[config.mk]
export PLATFORM = sky130hd
export DESIGN_NAME = pvic_top
export DESIGN_NICKNAME = d
export VERILOG_FILES = /design/src/rtl/pvic_pkg.sv /design/src/rtl/pvic_pending.sv /design/src/rtl/pvic_arbiter.sv /design/src/rtl/pvic_level_stack.sv /design/src/rtl/pvic_top.sv
export SDC_FILE = /design/constraint.sdc
export NUM_CORES = 2
export LEC_CHECK = 0
export BUFFER_PORTS_ARGS = -buffer_cell sky130_fd_sc_hd__buf_2
export CORE_MARGIN = 2
export CORE_UTILIZATION = 49
export CTS_BUF_LIST = sky130_fd_sc_hd__clkbuf_2 sky130_fd_sc_hd__clkbuf_4 sky130_fd_sc_hd__clkbuf_8
export DETAILED_ROUTE_END_ITERATION = 7
export PLACE_DENSITY = 0.71
export SLEW_MARGIN = 20
export SYNTH_ARGS = -nofsm -noshare
export SYNTH_HDL_FRONTEND = slang
export SYNTH_SLANG_ARGS = --single-unit
[constraint.sdc]
create_clock -name clk -period 450 [get_ports clk]
set_input_delay 67.5 -clock clk [delete_from_list [all_inputs] [get_ports clk]]
set_output_delay 67.5 -clock clk [all_outputs]
set_load 0.02 [all_outputs]
[src/rtl/pvic_pkg.sv]
package pvic_pkg;
  localparam int VEC_W  = 7;
  localparam int ADDR_W = 24;
  localparam int LVL_W  = 4;
  localparam int PRIO_W = 3;
  localparam logic [ADDR_W-1:0] PRIMARY_BASE = 24'h000004;

  // Base of the selected table: the alternate one follows the primary one.
  function automatic logic [ADDR_W-1:0] table_base(input logic alt, input int total);
    return alt ? PRIMARY_BASE + ADDR_W'(2 * total) : PRIMARY_BASE;
  endfunction

  // Each entry spans two program-address units.
  function automatic logic [ADDR_W-1:0] entry_addr(input logic alt, input logic [VEC_W-1:0] vec,
                                                   input int total);
    return table_base(alt, total) + {{(ADDR_W-VEC_W-1){1'b0}}, vec, 1'b0};
  endfunction

  // Fixed level of a trap: lower trap index ranks higher.
  function automatic logic [LVL_W-1:0] trap_level(input int t);
    return LVL_W'(15 - t);
  endfunction
endpackage

[src/rtl/pvic_pending.sv]
module pvic_pending #(
  parameter int N = 8
) (
  input  logic         clk,
  input  logic         rst_n,
  input  logic [N-1:0] set_i,
  input  logic [N-1:0] clr_i,
  output logic [N-1:0] pend_o
);
  // A set in the same cycle as a clear wins, so held lines re-assert.
  always_ff @(posedge clk) begin
    if (!rst_n) pend_o <= '0;
    else        pend_o <= (pend_o & ~clr_i) | set_i;
  end
endmodule

[src/rtl/pvic_arbiter.sv]
module pvic_arbiter
  import pvic_pkg::*;
#(
  parameter int N_TRAP = 8,
  parameter int N_IRQ  = 118
) (
  input  logic [N_TRAP-1:0]        trap_pend,
  input  logic [N_IRQ-1:0]         irq_pend,
  input  logic [N_IRQ-1:0]         irq_en,
  input  logic [N_IRQ*PRIO_W-1:0]  irq_prio,
  input  logic [LVL_W-1:0]         cur_level,
  output logic                     win_valid,
  output logic [VEC_W-1:0]         win_vec,
  output logic [LVL_W-1:0]         win_lvl
);
  localparam int TOTAL = N_TRAP + N_IRQ;

  logic [TOTAL-1:0] cand;
  logic [LVL_W-1:0] lvl [TOTAL];

  for (genvar t = 0; t < N_TRAP; t++) begin : g_trap
    assign lvl[t]  = trap_level(t);
    assign cand[t] = trap_pend[t];
  end

  for (genvar i = 0; i < N_IRQ; i++) begin : g_irq
    logic [PRIO_W-1:0] p;
    assign p              = irq_prio[i*PRIO_W +: PRIO_W];
    assign lvl[N_TRAP+i]  = {1'b0, p};
    assign cand[N_TRAP+i] = irq_pend[i] && irq_en[i] && (p != '0) && ({1'b0, p} > cur_level);
  end

  // Scan from the top down; ">=" lets a lower vector displace an equal level.
  always_comb begin
    win_valid = 1'b0;
    win_vec   = '0;
    win_lvl   = '0;
    for (int v = TOTAL - 1; v >= 0; v--) begin
      if (cand[v] && (!win_valid || lvl[v] >= win_lvl)) begin
        win_valid = 1'b1;
        win_vec   = VEC_W'(v);
        win_lvl   = lvl[v];
      end
    end
  end
endmodule

[src/rtl/pvic_level_stack.sv]
module pvic_level_stack
  import pvic_pkg::*;
#(
  parameter int DEPTH = 4
) (
  input  logic             clk,
  input  logic             rst_n,
  input  logic             push,
  input  logic [LVL_W-1:0] push_lvl,
  input  logic             pop,
  output logic [LVL_W-1:0] cur_level
);
  localparam int SP_W  = $clog2(DEPTH + 1);
  localparam int IDX_W = (DEPTH > 1) ? $clog2(DEPTH) : 1;

  logic [LVL_W-1:0] stk [DEPTH];
  logic [SP_W-1:0]  sp;
  logic [SP_W-1:0]  sp_m1;

  assign sp_m1 = sp - SP_W'(1);

  always_ff @(posedge clk) begin
    if (!rst_n) begin
      sp        <= '0;
      cur_level <= '0;
      for (int k = 0; k < DEPTH; k++) stk[k] <= '0;
    end else if (push) begin
      if (sp < SP_W'(DEPTH)) begin
        stk[sp[IDX_W-1:0]] <= cur_level;
        sp                 <= sp + SP_W'(1);
      end
      cur_level <= push_lvl;
    end else if (pop) begin
      if (sp != '0) begin
        cur_level <= stk[sp_m1[IDX_W-1:0]];
        sp        <= sp_m1;
      end else begin
        cur_level <= '0;
      end
    end
  end
endmodule

[src/rtl/pvic_top.sv]
module pvic_top
  import pvic_pkg::*;
#(
  parameter int N_TRAP      = 8,
  parameter int N_IRQ       = 118,
  parameter int STACK_DEPTH = 4
) (
  input  logic                    clk,
  input  logic                    rst_n,
  input  logic [N_TRAP-1:0]       trap_req,
  input  logic [N_IRQ-1:0]        irq_req,
  input  logic [N_IRQ-1:0]        irq_en,
  input  logic [N_IRQ*3-1:0]      irq_prio,
  input  logic                    alt_sel,
  input  logic                    ack,
  input  logic                    reti,
  output logic                    int_req,
  output logic [6:0]              vec_num,
  output logic [23:0]             vec_addr,
  output logic [3:0]              cur_level
);
  localparam int TOTAL = N_TRAP + N_IRQ;

  logic [N_TRAP-1:0] trap_pend;
  logic [N_IRQ-1:0]  irq_pend;
  logic [TOTAL-1:0]  clr_vec;
  logic              take;
  logic              win_valid;
  logic [VEC_W-1:0]  win_vec;
  logic [LVL_W-1:0]  win_lvl;
  logic [LVL_W-1:0]  win_lvl_q;

  assign take = ack && int_req;

  for (genvar v = 0; v < TOTAL; v++) begin : g_clr
    assign clr_vec[v] = take && (vec_num == VEC_W'(v));
  end

  pvic_pending #(.N(N_TRAP)) u_trap_pend (
    .clk(clk), .rst_n(rst_n), .set_i(trap_req),
    .clr_i(clr_vec[N_TRAP-1:0]), .pend_o(trap_pend)
  );

  pvic_pending #(.N(N_IRQ)) u_irq_pend (
    .clk(clk), .rst_n(rst_n), .set_i(irq_req),
    .clr_i(clr_vec[TOTAL-1:N_TRAP]), .pend_o(irq_pend)
  );

  pvic_arbiter #(.N_TRAP(N_TRAP), .N_IRQ(N_IRQ)) u_arb (
    .trap_pend(trap_pend), .irq_pend(irq_pend), .irq_en(irq_en),
    .irq_prio(irq_prio), .cur_level(cur_level),
    .win_valid(win_valid), .win_vec(win_vec), .win_lvl(win_lvl)
  );

  pvic_level_stack #(.DEPTH(STACK_DEPTH)) u_stack (
    .clk(clk), .rst_n(rst_n), .push(take), .push_lvl(win_lvl_q),
    .pop(reti), .cur_level(cur_level)
  );

  // Registered offer: same one-cycle stage for every source.
  always_ff @(posedge clk) begin
    if (!rst_n) begin
      int_req   <= 1'b0;
      vec_num   <= '0;
      vec_addr  <= '0;
      win_lvl_q <= '0;
    end else begin
      int_req   <= win_valid && !ack;
      vec_num   <= win_valid ? win_vec : '0;
      vec_addr  <= win_valid ? entry_addr(alt_sel, win_vec, TOTAL) : '0;
      win_lvl_q <= win_valid ? win_lvl : '0;
    end
  end
endmodule

## Word-level counts from Yosys, hierarchy flattened

Memory sizes are Yosys's and may differ from the RTL's.
Index checks and enable logic that the tools add are counted.

- RAM bits: 16
- Logic and storage cells: 1,765
- Bits in registers: 169
- Output and inout bits: 36
- Memories kept: 1

Memory list:

| memory | words | width | read ports | clocked after Yosys merged registers in | write ports | RTL line | text |
|---|---|---|---|---|---|---|---|
| u_stack.stk | 4 | 4 | 1 | 0 | 4 | pvic_level_stack.sv:16 | `logic [LVL_W-1:0] stk [DEPTH];` |

- Muxes and demuxes: 394
- Magnitude comparators: 244
- Add/subtract/negate cells: 3
- Reductions and logical operators: 983
- Equal/unequal tests: 126
- Bitwise gates (word level): 6

Operators with widths:

| operator | count |
|---|---|
| 2-to-1 mux 7 bit | 126 |
| logical AND 1 bit | 607 |
| greater-than comparator 3 x 4 -> 1 bit | 118 |
| == test 7 bit, second input constant | 62 |
| 2-to-1 mux 3 bit | 122 |
| nonzero test 3 bit | 119 |
| greater-or-equal comparator 3 bit | 117 |
| == test 7 x 6 -> 1 bit, second input constant | 32 |
| 2-to-1 mux 1 bit | 132 |
| zero test 1 bit | 126 |
| logical OR 1 bit | 125 |
| AND 118 bit | 1 |
| inverter 118 bit | 1 |
| OR 118 bit | 1 |
| == test 7 x 5 -> 1 bit, second input constant | 16 |
| == test 7 x 4 -> 1 bit, second input constant | 8 |
| 2-to-1 mux 4 bit | 12 |
| == test 7 x 3 -> 1 bit, second input constant | 4 |
| greater-or-equal comparator 4 bit, first input constant | 7 |
| == test 7 x 2 -> 1 bit, second input constant | 2 |
| adder 9 x 8 -> 10 bit | 1 |
| 2-to-1 mux 9 bit | 1 |
| AND 8 bit | 1 |
| inverter 8 bit | 1 |
| other kinds (13) | 14 |

## Depth between registers and ports, before layout

- Word-level depth: 505
- Depth in mapped cells: 899
- Depth with buffers taken out: 883

## Hierarchy

From an unflattened synthesis, not the netlist that was laid out.

- Cells, all modules: 4,682
- Area total of the unflattened synthesis: 34,778.4 um2

By module, submodules not included:

| module | cells each | sequential area each (um2) | area each (um2) | times used |
|---|---|---|---|---|
| pvic_arbiter | 3,925 | 0.0 | 27,595.2 | 1 |
| pvic_pending (u_irq_pend) | 367 | 2,362.3 | 4,072.7 | 1 |
| pvic_top | 273 | 400.4 | 1,635.3 | 1 |
| pvic_level_stack | 92 | 620.6 | 1,137.3 | 1 |
| pvic_pending (u_trap_pend) | 25 | 160.2 | 337.8 | 1 |

## Worst setup path after synthesis

OpenSTA, ideal clock, no wires.

- Path kind: input to register
- From: in irq_prio[353]
- To: reg vec_addr[8]
- Data arrival time: 226.696 ns
- Stages: 833
- Slack: 223.234 ns
- Setup time: 0.071 ns
- Cell sequence: ha_1 -> and3b_1 -> nor2_1 -> nor2_1 -> nand2_1 -> ha_1 -> a21oi_1 -> o21ai_0 -> nor3_1 -> nor2_1 -> a22o_1 -> inv_1 -> ha_1 -> a21oi_1 -> o21ai_0 -> o21bai_2 -> mux2_2 -> ha_1 -> [797 not listed] -> a21oi_1 -> nor2b_1 -> o31ai_1 -> mux2_2 -> ha_1 -> nand2b_1 -> a21oi_1 -> nor2b_1 -> o31ai_1 -> nand2_1 -> nor3_4 -> and2_0 -> o21ai_0 -> inv_1 -> ha_1 -> nand4_1 -> or4_1 -> a21oi_1

RTL lines:

| item | RTL line | text |
|---|---|---|
| start, declared | pvic_top.sv:13 | `input logic [N_IRQ*3-1:0] irq_prio,` |
| end signal, assigned | pvic_top.sv:70 | `vec_addr <= win_valid ? entry_addr(alt_sel, win_vec, TOTAL) : '0;` |
| end, declared | pvic_top.sv:19 | `output logic [23:0] vec_addr,` |

==> impl_metrics.yaml <==
clocking:
  cts_max_level: 4
  clk_pin_slew_ns: 0.11
  cts_hold_buffers: 0
  cts.root.buffer_cell: "clkbuf_8"
  numCtsBuffers: 17
  numClockSinks: 169
  cts_tree: "done"
  ctsResizeCount: 0
  clockBufferDepth: 2
  cts_setup_buffers: 0
  clock_latency_ns: 0.60
synth:
  ys_ff_latch: 169
  syn-mean-instance-area_um2: 7.15
  synth_edf_count: 16
  synth-async-reset-ratio: 0
  synthTopCellsByArea: "ha_1 21%, dfxtp_1 8.5%, a21oi_1 5.5%, nand2_1 5.4%, inv_1 3.8%"
  synth_commonest_cells: "602 x ha_1, 519 x nand2_1, 394 x a21oi_1, 362 x inv_1, 328 x nor2_1"
  synth_most_common_cell: "ha_1"
  synth_top_area_share: 0.209
  syn_inst: 5046
  yosysSeqAreaShare: 0.0982
  syn-cell-area_um2: 36100
  yosysUniqueCellTypes: 128
  synth_area_leader_cell: "ha_1"
  ys_warn_count: 0
  ys.flop_type: "dfxtp_1"
min_path:
  min_from: "u_irq_pend.pend_o[32]"
  hold_end: "u_irq_pend.pend_o[32]"
  min_path_cells: 2
  min_path_type: "flop to flop"
global_route:
  met3_usage: 0.0682
  first_global_vias: 38900
  grt_util_met2: 0.601
  grt_usage: 0.375
  grt_pass1_wl_um: 221000
  grt-ovfl-total: 0
  top_usage_layer: "met2"
  grt_use_met1: 0.474
  grt_start_max_net_pins: 83
  antenna_found_initial: 40
timing:
  fin_hold_ws_ns: 0.517
  setup_viol: 0
  tightest_slew_ns: 1.20
  fin_skew_ns: 0.0347
  hold_viol: 0
  rsz0062_at_grt: "false"
  maxSlewHeadroom: 0.194
  period_needed_ns: 252.89
  fmax_mhz: 3.95
  drv_slew: 0
  tns_ns: 0
  fin_crit_sh: 0.562
setup_path:
  cp.required_ns: 450.51
  cp-start-kind: "input pin"
  cp_top_family: "compound AO/OA/AOI/OAI gates"
  cp-end-kind: "flop"
  crit_buf_inv: 37
  reg2reg_slack_ns: 263.34
  timing.rr.start: "u_stack.cur_level[1]"
  r2r_cells: 824
  cp.arrival_ns: 253.40
  worstPathMaxFanout: 13
  cp_common_cell: "ha_1"
  path_class: "input pin to flop"
  crit_path_top_delay_cell: "o31ai_1"
  worstReg2RegEnd: "vec_addr[8]"
  max_stage_delay_ns: 0.86
route:
  ant_nets: 0
  drcViolationCount: 0
  drtIter0Drc: 3741
  vias: 42100
  first_pass_iters: 7
  drt_wl_total_um: 148000
  wl_per_cell_um: 22.2
  via_per_inst: 6.33
floorplanning:
  rows: 99
  io_pins: 639
  dieWidth_um: 275
  die_y_um: 275
  core_area_um2: 73000
  dieArea_um2: 75800
  initial_utilization: 0.494
place:
  place_hpwl_um: 122000
  gp_congestion: 1.01
  numPortBuffers: 623
final_layout:
  nFillCells: 7231
  final_net_count: 6848
  seq_area_um2: 3550
  final_util: 0.560
  area_growth_pct: 13.3
  drive_above_1_share: 0.161
  multi_input_area_um2: 30900
flow_run:
  drv_cap: 0
outcome:
  outcome: "finished, final reports clean"
-- kinds of logic (layout without fill, tap and decap cells) --
kind of cell	count (synthesis)	count (layout)	synth area share
and+or+nand+nor	2142	2142	0.309
DFF	169	169	0.0982
buffers and inverters	458	1054	0.0498
xor gates and xnor gates	3	3	0.000729
muxes	65	65	0.0207
adders and majority gates	613	613	0.212
other	1	50	0.000104
AOI/OAI and AO/OA	1595	1595	0.309
-- tightest hold or removal path: cells and delay by family, from the launching register on --
kind	cells	cell delay, ns
AO/OA/AOI/OAI	1	0.06
AND/OR/NAND/NOR	1	0.08
flip-flops	1	0.34
-- how the worst max path moves through the flow --
| stage | depth (start not counted) | from | slack (ns) | endpoint |
|---|---|---|---|---|
| final | 927 | irq_prio[353] | 197.11 | vec_addr[8] |
| after global routing | 925 | irq_prio[353] | 181.29 | vec_addr[8] |
| after CTS | 926 | irq_prio[353] | 199.76 | vec_addr[8] |
| after detailed placement | 939 | irq_prio[353] | 199.92 | vec_addr[8] |
| after global placement | 1187 | irq_prio[353] | 201.60 | vec_addr[8] |
| after floorplan | 1186 | irq_prio[353] | 223.23 | vec_addr[8] |
-- per-stage QoR --
stage	cell area (um^2)	cells	setup WS (ns)
final	40800	6650	197.11
after global routing	40800	6644	181.29
after CTS	40700	6615	199.76
after detailed placement	40400	6583	199.92
after global placement	40400	6582	201.60
after floorplan	36100	5060	223.23
-- cell type report --
cell class | instances | share of cell area
clock buffers | 17 | 0.00573
multi-input cells | 4433 | 0.756
flip-flops and latches | 169 | 0.0869
inverters | 362 | 0.0334
diodes | 35 | 0.00214
well taps | 959 | 0.0294
clock inverters | 15 | 0.00337
repair buffers | 660 | 0.0834
-- state kept, by name, summed over array words and instances (netlist names) --
name and cells:
vec_num 7, vec_addr 8, u_stack.stk 16, int_req 1, u_stack.cur_level 4, win_lvl_q 4
u_stack.sp 3, u_irq_pend.pend_o 118, u_trap_pend.pend_o 8
-- metal layers --
layer	wire (um)	vias up
li1	-	20200
met1	62000	19800
met4	8740	12
met3	12000	354
met5	81	-
met2	65000	1736
-- cell usage in the layout (no fill, tap or decap), types with 182 or more instances in the layout --
cell,count
nand2b_1,182
nor2b_1,215
nor3_1,225
nor2_1,327
ha_1,602
a21oi_1,394
o21ai_0,227
buf_2,623
inv_1,361
nand2_1,519
Power is not shown: default switching activity piles up to over one toggle a cycle in this logic, so the estimate is an artifact.
